### src/rtl/i3c_treq_pkg.sv
package i3c_treq_pkg;
    localparam int ADDR_W = 7;
    localparam int CNT_W  = 16;
    localparam int LIM_W  = 3;
    localparam int BYTE_W = 8;

    localparam logic [3:0]        KIND_HOTJOIN  = 4'd8;
    localparam logic [3:0]        KIND_CTRLROLE = 4'd9;
    localparam logic [3:0]        KIND_IBI      = 4'd10;
    localparam logic [ADDR_W-1:0] HOTJOIN_ADDR  = 7'h02;

    typedef enum logic [1:0] {
        SYM_START = 2'd0,
        SYM_HDR   = 2'd1,
        SYM_DATA  = 2'd2
    } sym_e;

    typedef enum logic [2:0] {
        ST_IDLE,
        ST_WAIT,
        ST_START,
        ST_HDR,
        ST_ACK,
        ST_DATA
    } state_e;

    typedef struct packed {
        logic [BYTE_W-1:0] hdr;
        logic              has_pay;
        logic              bad_code;
        logic              over;
    } dec_t;

    function automatic logic [CNT_W-1:0] payload_limit(input logic [LIM_W-1:0] code);
        return CNT_W'(1) << code;
    endfunction
endpackage

### src/rtl/tgt_req_decode.sv
module tgt_req_decode
    import i3c_treq_pkg::*;
(
    input  logic [3:0]        kind,
    input  logic [ADDR_W-1:0] dyn,
    input  logic [CNT_W-1:0]  cnt,
    input  logic [LIM_W-1:0]  code,
    input  logic              capable,
    output dec_t              dec
);
    logic is_ibi;

    assign is_ibi = (kind == KIND_IBI);

    always_comb begin
        dec          = '0;
        dec.bad_code = 1'b0;
        unique case (kind)
            KIND_HOTJOIN:  dec.hdr = {HOTJOIN_ADDR, 1'b0};
            KIND_CTRLROLE: dec.hdr = {dyn, 1'b0};
            KIND_IBI:      dec.hdr = {dyn, 1'b1};
            default:       dec.bad_code = 1'b1;
        endcase
        dec.over    = is_ibi && capable && (cnt > payload_limit(code));
        dec.has_pay = is_ibi && capable && (cnt != '0);
    end
endmodule

### src/rtl/tgt_pay_counter.sv
module tgt_pay_counter
    import i3c_treq_pkg::*;
(
    input  logic             clk,
    input  logic             rst,
    input  logic             load,
    input  logic [CNT_W-1:0] load_val,
    input  logic             step,
    output logic             last
);
    logic [CNT_W-1:0] remaining;

    always_ff @(posedge clk) begin
        if (rst) begin
            remaining <= '0;
        end else if (load) begin
            remaining <= load_val;
        end else if (step) begin
            remaining <= remaining - CNT_W'(1);
        end
    end

    assign last = (remaining == CNT_W'(1));

    // never step a counter that has nothing left
    a_r9_no_underflow: assert property (@(posedge clk) disable iff (rst)
        step |-> (remaining != '0));
endmodule

### src/rtl/i3c_tgt_req_seq.sv
module i3c_tgt_req_seq
    import i3c_treq_pkg::*;
(
    input  logic        clk,
    input  logic        rst,
    input  logic        req_valid,
    input  logic [3:0]  req_kind,
    input  logic [6:0]  dyn_addr,
    input  logic [15:0] byte_cnt,
    input  logic [2:0]  max_code,
    input  logic        pay_capable,
    input  logic        bus_avail,
    input  logic        ctrl_start,
    input  logic        ack_valid,
    input  logic        ack_nack,
    input  logic [7:0]  pay_byte,
    output logic        pay_take,
    output logic        sym_valid,
    output logic [1:0]  sym_kind,
    output logic [7:0]  sym_data,
    output logic        sym_tbit,
    output logic        busy,
    output logic        done_o,
    output logic        nack_o,
    output logic        err_o
);
    state_e            state;
    dec_t              dec;
    logic [BYTE_W-1:0] hdr_q;
    logic              pay_q;
    logic              last;
    logic              accept;

    tgt_req_decode u_dec (
        .kind    (req_kind),
        .dyn     (dyn_addr),
        .cnt     (byte_cnt),
        .code    (max_code),
        .capable (pay_capable),
        .dec     (dec)
    );

    assign accept = (state == ST_IDLE) && req_valid && !dec.bad_code && !dec.over;

    tgt_pay_counter u_cnt (
        .clk      (clk),
        .rst      (rst),
        .load     (accept),
        .load_val (byte_cnt),
        .step     (state == ST_DATA),
        .last     (last)
    );

    always_ff @(posedge clk) begin
        if (rst) begin
            state  <= ST_IDLE;
            hdr_q  <= '0;
            pay_q  <= 1'b0;
            done_o <= 1'b0;
            nack_o <= 1'b0;
            err_o  <= 1'b0;
        end else begin
            done_o <= 1'b0;
            nack_o <= 1'b0;
            err_o  <= 1'b0;
            unique case (state)
                ST_IDLE: begin
                    if (req_valid) begin
                        if (dec.bad_code || dec.over) begin
                            err_o <= 1'b1;
                        end else begin
                            hdr_q <= dec.hdr;
                            pay_q <= dec.has_pay;
                            state <= ST_WAIT;
                        end
                    end
                end
                ST_WAIT: begin
                    if (ctrl_start)     state <= ST_HDR;
                    else if (bus_avail) state <= ST_START;
                end
                ST_START: state <= ST_HDR;
                ST_HDR:   state <= ST_ACK;
                ST_ACK: begin
                    if (ack_valid) begin
                        if (ack_nack) begin
                            nack_o <= 1'b1;
                            state  <= ST_IDLE;
                        end else if (pay_q) begin
                            state  <= ST_DATA;
                        end else begin
                            done_o <= 1'b1;
                            state  <= ST_IDLE;
                        end
                    end
                end
                ST_DATA: begin
                    if (last) begin
                        done_o <= 1'b1;
                        state  <= ST_IDLE;
                    end
                end
                default: state <= ST_IDLE;
            endcase
        end
    end

    always_comb begin
        sym_valid = 1'b0;
        sym_kind  = SYM_START;
        sym_data  = '0;
        sym_tbit  = 1'b0;
        unique case (state)
            ST_START: sym_valid = 1'b1;
            ST_HDR: begin
                sym_valid = 1'b1;
                sym_kind  = SYM_HDR;
                sym_data  = hdr_q;
            end
            ST_DATA: begin
                sym_valid = 1'b1;
                sym_kind  = SYM_DATA;
                sym_data  = pay_byte;
                sym_tbit  = !last;
            end
            default: ;
        endcase
    end

    assign pay_take = (state == ST_DATA);
    assign busy     = (state != ST_IDLE);

    // a START symbol is always followed by the header symbol
    a_r5_start_then_hdr: assert property (@(posedge clk) disable iff (rst)
        (sym_valid && sym_kind == SYM_START) |=> (sym_valid && sym_kind == SYM_HDR));

    // a byte with a zero continuation bit closes the request
    a_r10_last_byte_closes: assert property (@(posedge clk) disable iff (rst)
        (sym_valid && sym_kind == SYM_DATA && !sym_tbit) |=> (done_o && !busy));

    // a NACK outcome leaves the block idle and silent
    a_r8_nack_idle: assert property (@(posedge clk) disable iff (rst)
        nack_o |-> (!busy && !sym_valid && !pay_take));

    // at most one outcome pulse at a time
    a_r1_single_outcome: assert property (@(posedge clk) disable iff (rst)
        $onehot0({done_o, nack_o, err_o}));

    // the latched header does not change while a request runs
    a_r12_hdr_held: assert property (@(posedge clk) disable iff (rst)
        (busy && $past(busy)) |-> $stable(hdr_q));

    // a refusal emits nothing
    a_r6_refusal_silent: assert property (@(posedge clk) disable iff (rst)
        err_o |-> (!sym_valid && !busy));
endmodule

### config.mk
export PLATFORM = sky130hd
export DESIGN_NAME = i3c_tgt_req_seq
export DESIGN_NICKNAME = d
export VERILOG_FILES = /design/src/rtl/i3c_treq_pkg.sv /design/src/rtl/tgt_req_decode.sv /design/src/rtl/tgt_pay_counter.sv /design/src/rtl/i3c_tgt_req_seq.sv
export SDC_FILE = /design/constraint.sdc
export NUM_CORES = 1
export LEC_CHECK = 0
export ABC_AREA = 1
export CORE_MARGIN = 8
export CORE_UTILIZATION = 45
export DETAILED_ROUTE_END_ITERATION = 10
export GPL_TIMING_DRIVEN = 0
export MAX_ROUTING_LAYER = met4
export PLACE_DENSITY = 0.81
export SLEW_MARGIN = 20
export SYNTH_ARGS = -nofsm -noshare
export SYNTH_HDL_FRONTEND = slang
export SYNTH_HIERARCHICAL = 1
export SYNTH_SLANG_ARGS = --single-unit
### constraint.sdc
create_clock -name clk -period 7.7 [get_ports clk]
set_input_delay 1.155 -clock clk [delete_from_list [all_inputs] [get_ports clk]]
set_output_delay 1.155 -clock clk [all_outputs]
set_load 0.1 [all_outputs]
Word-level counts from Yosys, hierarchy flattened --
Index checks and enable logic that the tools add are counted.
Word-level totals: bits in registers 31, bits in latches 0, memory bits (writable) 0, memory bits (read-only) 0, bits of input ports 46, output and inout bits 17, word-level logic and storage cells 72, memories 0
Cells by class: add/sub/neg operators 1, $mul 0, divide/modulo/power cells 0, magnitude comparators 1, equal/unequal tests 14, shift-type cells 1, mux-type cells 24, bitwise operators 5, reductions and logical operators 19
Operator list (number):
- $mux W16 | 2
- $mux W3 | 8
- $pmux W8 S3 | 1
- $pmux W3 S6 | 1
- $eq A16 B1 Y1 const B | 1
- $gt A16 B16 Y1 | 1
- $pmux W8 S2 | 1
- $reduce_bool A16 Y1 | 1
- $shl A1 B3 Y16 const A | 1
- $sub A16 B1 Y16 const B | 1
- $eq A4 B4 Y1 const B | 3
- $reduce_or A3 Y1 | 4
- $mux W1 | 9
- $eq A3 B2 Y1 const B | 2
- $eq A3 B3 Y1 const B | 2
- $logic_and A1 B1 Y1 | 6
- $ne A2 B2 Y1 const B | 3
- $not A1 Y1 | 5
- $reduce_and A5 Y1 | 1
- $pmux W2 S2 | 1
- $eq A3 B1 Y1 const B | 1
- $logic_not A3 Y1 | 1
- $ne A3 B3 Y1 const B | 1
- $reduce_and A3 Y1 | 1
- 6 further kinds | 7

Logic depth before layout (Yosys ltp) --
depth in word-level cells 7, depth in mapped cells 24, depth with buffers taken out 21

Modules after synthesis --
Netlist, hierarchy kept.
By module, submodules not included:
- tgt_pay_counter | instances 1, cells an instance 172, area an instance 1152.4 um2, seq. area each 320.3 um2
- i3c_tgt_req_seq | instances 1, cells an instance 109, area an instance 798.3 um2, seq. area each 300.3 um2
- tgt_req_decode | instances 1, cells an instance 77, area an instance 430.4 um2, seq. area each 0.0 um2

Least setup slack after synthesis --
OpenSTA, ideal clock, no wires.
path kind input -> register, start point input max_code[1], end point register u_cnt.remaining[4], library setup time 109 ps, arrival 3181 ps, required time 7591 ps, setup slack 4410 ps, stages on the path 22, path through inv_1 > nand3_1 > ha_1 > a21oi_1 > nor2_1 > nor2_1 > nand3_1 > nand2_1 > nor2_1 > inv_1 > nand2_1 > nor3_4 > buf_6 > buf_4 > inv_1 > nand2_2 > inv_1 > buf_4 > nand2_1 > nand3_1 > nand2_1 > inv_1
RTL lines:
- start: declaration | RTL line i3c_tgt_req_seq.sv:10 | input logic [2:0] max_code,
- end signal: assignment | RTL line tgt_pay_counter.sv:17 | remaining <= load_val;
- end signal: assignment | RTL line tgt_pay_counter.sv:19 | remaining <= remaining - CNT_W'(1);
- end: declaration | RTL line tgt_pay_counter.sv:11 | logic [CNT_W-1:0] remaining;

Worst setup path after layout --
start point input pay_byte[3], end point output sym_data[3]
On the way: longest elaborated chain between the ends 1
RTL lines:
- start: declaration | RTL line i3c_tgt_req_seq.sv:16 | input logic [7:0] pay_byte,
- $pmux W8 S2 | RTL line i3c_tgt_req_seq.sv:113 | unique case (state)
- end: declaration | RTL line i3c_tgt_req_seq.sv:20 | output logic [7:0] sym_data,
No other way between the ends.

==> results.md <==
- Clock transition at path regs: 0.06 ns
- Routed Antenna Nets: 0
- Initial antenna violation count: 0
- Largest cells by area after synthesis: dfxtp_1 (26%), nand2_1 (10%), nor2_1 (9.5%)
- WL final: 6270 µm
- Mean Syn Cell Area: 6.65 µm²
- Post-CTS Resized: 0
- Peak supply drop: 0.108 mV
- Worst Hold Path Cells: 2
- Area of the multi-input gates: 1510 µm²
- Final Hold Fails: 0
- Largest net degree at the start of global routing: 16
- Yosys warns: 6
- Worst rel slew slack: 33.3%
- Arrival @ worst endpoint: 2.91 ns
- Worst path top cell family by delay: buffers and inverters
- DRT Pass-1 Iters: 5
- CP Class: input pin to output port
- Post-route minimum period: 4.06 ns
- RR Endpoint: u_cnt/remaining[5]
- Die Width: 88.7 µm
- Outcome: completed
- Tot Pwr: 0.778 mW
- Clk root buf: clkbuf_8
- Num ports: 63
- Max stage delay on crit path: 1.14 ns
- CTS tree: built
- Worst reg2reg path startpoint: state[1]
- Port-buffer cells: 62
- Slew at the pin closest to its max-slew limit: 0.997 ns
- PwrDens: 245 nW/µm²
- Final setup fails: 0
- Main combinational cell family by area after synthesis: simple AND/OR/NAND/NOR gates
- Worst-skew pair later-pin latency: 0.28 ns
- RSZ-0062 raised after global routing: no
- Post-synthesis cell type count: 35
- Via density: 4.98
- Die Footprint: 7870 µm²
- Netlist area before placement: 2380 µm²
- Setup bufs post-CTS: 0
- Maximum clock rate: 246 MHz
- Worst clock skew: 0.00599 ns
- Layout cells sized above 1: 12.1%
- Top-area cell type share of the netlist area: 26.1%
- Leakage: 1.46 nW
- Clock Path Buffers: 2
- Critical path data required time: 6.55 ns
- Hold_sp: hdr_q[7]
- Most frequent CP cell: clkdlybuf4s50_1
- R2R depth: 8
- CP Capture Type: output port
- Max_cap viols: 0
- Filler instances: 495
- DRC: 0
- Syn Nets: 414
- Min-Delay Path Class: flop to flop
- GRT Resource Usage Total: 16.9%
- H-tree Lvls: 2
- Synth area leader: dfxtp_1
- Endpoint, Worst Hold: hdr_q[7]
- Critical-path cell list: clkdlybuf4s50_1, a22o_1, clkdlybuf4s50_1
- CP Buf/Inv Count: 2
- TritonCTS Sinks: 31
- Vias in the first global route: 2290
- Antenna Cells: 0
- Post-CTS Hold Fix Bufs: 0
- Fin crit share: 52.8%
- Drt wl/cell: 12.6 µm
- CP max-delay cell: clkdlybuf4s50_1
- Crit start category: input pin
- Adder-Cell Fraction of Synth Area: 5.25%
- Seq cells post-synth: 31
- TritonCTS Buffers: 5
- Initial DRC count: 208
- Die Span Y: 88.7 µm
- First-pass GRT wire length: 10400 µm
- Area Overhead vs Synth: 33.2%
- Routability cong.: 0.849
- Multiplexer share of the synthesized area: 0%
- Gate Count Post-Synth: 358
- Final nets: 483
- Core area: 5110 µm²
- Sequential share of the synthesized area: 26.1%
- Simple-Gate Fraction of Synth Area: 40.3%
- Compound-gate portion of the synthesized area: 16.4%
- Rows: 26
- Commonest cells after routing, fill and taps aside: nand2_1 (65), clkdlybuf4s50_1 (62), nor2_1 (60)
- CP Max Fanout: 1
- Area occupied by registers: 621 µm²
- XOR/XNOR Fraction of Synth Area: 1.42%
- Initial Util: 46.6%
- TNS Setup: 0 ns
- Hpwl dp: 4920 µm
- Commonest non-fill, non-tap cell in the layout: nand2_1
- GRT overflow: 0
- Vias after detailed routing: 2481
- Slew Limit Fails: 0
- FF-to-FF setup slack: 5.72 ns
[worst reg2reg max path, delay by kind of cell (launching register included)]
| family | cells | cell delay (ns) |
|---|---|---|
| AO/OA/AOI/OAI | 2 | 0.36 |
| buffers and inverters | 3 | 0.78 |
| flip-flops | 1 | 0.37 |
| AND/OR/NAND/NOR | 3 | 0.40 |
[worst max-delay path by stage]
stage	startpoint	end	slack, ns	cells past startpoint
after global routing	max_code[0]	u_cnt/remaining[13]	3.51	20
final	pay_byte[3]	sym_data[3]	3.64	3
after global placement	max_code[1]	u_cnt/remaining[4]	3.56	23
after detailed placement	max_code[1]	u_cnt/remaining[5]	3.49	18
after floorplan	max_code[1]	u_cnt/remaining[4]	4.41	22
after CTS	pay_byte[3]	sym_data[3]	3.64	3
[stage by stage]
stage	hold WS (ns)	instance area [µm²]	instances	util (%)	setup slack, ns
after floorplan	0.462	2380	358	-	4.41
after global placement	0.482	3090	490	60.5	3.56
after detailed placement	0.485	3090	490	60.5	3.49
after CTS	0.503	3170	498	62.1	3.64
after global routing	0.512	3170	498	62.1	3.51
final	0.506	3170	498	62.1	3.64
[cells by family after synthesis]
group / after synthesis
adder cells (fa/ha/maj): 10
flip-flops: 31
AND/OR/NAND/NOR: 194
AO/OA/AOI/OAI: 59
buffers and inverters: 61
XOR/XNOR: 3
[cell usage after synthesis, drive strengths merged]
library cell / number
nor3b: 1
a22o: 8
buf: 6
nor4: 3
clkbuf: 2
nand2: 73
a21oi: 16
inv: 53
xor2: 3
dfxtp: 31
nand4: 1
nor2: 76
a31oi: 4
nand3: 33
a21o: 1
o21bai: 3
ha: 10
o21ai: 17
a22oi: 10
nand3b: 2
nor3: 5
[per-layer routing]
| layer | track usage, % | share of wire (%) | vias to the layer above |
|---|---|---|---|
| met5 | - | 0 | - |
| met4 | 6.61 | 1.2 | 0 |
| met3 | 2.97 | 5.3 | 6 |
| met2 | 27.4 | 48 | 67 |
| met1 | 20.1 | 45 | 1107 |
| li1 | - | - | 1301 |
[state kept, by name (all words and copies together), names as in the netlist]
signal and cells:
u_cnt/remaining 16, err_o 1, pay_q 1, state 3, hdr_q 8, done_o 1, nack_o 1
[where the power goes]
part,internal [mW],leakage [nW],switching [mW],total [mW]
clock,0.0633,0.0422,0.0577,0.121
combinational,0.152,1.16,0.292,0.445
sequential,0.183,0.252,0.0287,0.212
total,0.399,1.46,0.379,0.778
[layout make-up]
type / count / area share [%]
buffer: 8 / 1.66
clock buffer: 7 / 2.41
clock inverter: 1 / 0.158
inverter: 53 / 6.27
multi-input combinational: 266 / 47.6
sequential: 31 / 19.6
tap: 70 / 2.76
timing repair buffer: 62 / 19.6
Power figures use the tool's default switching activity.
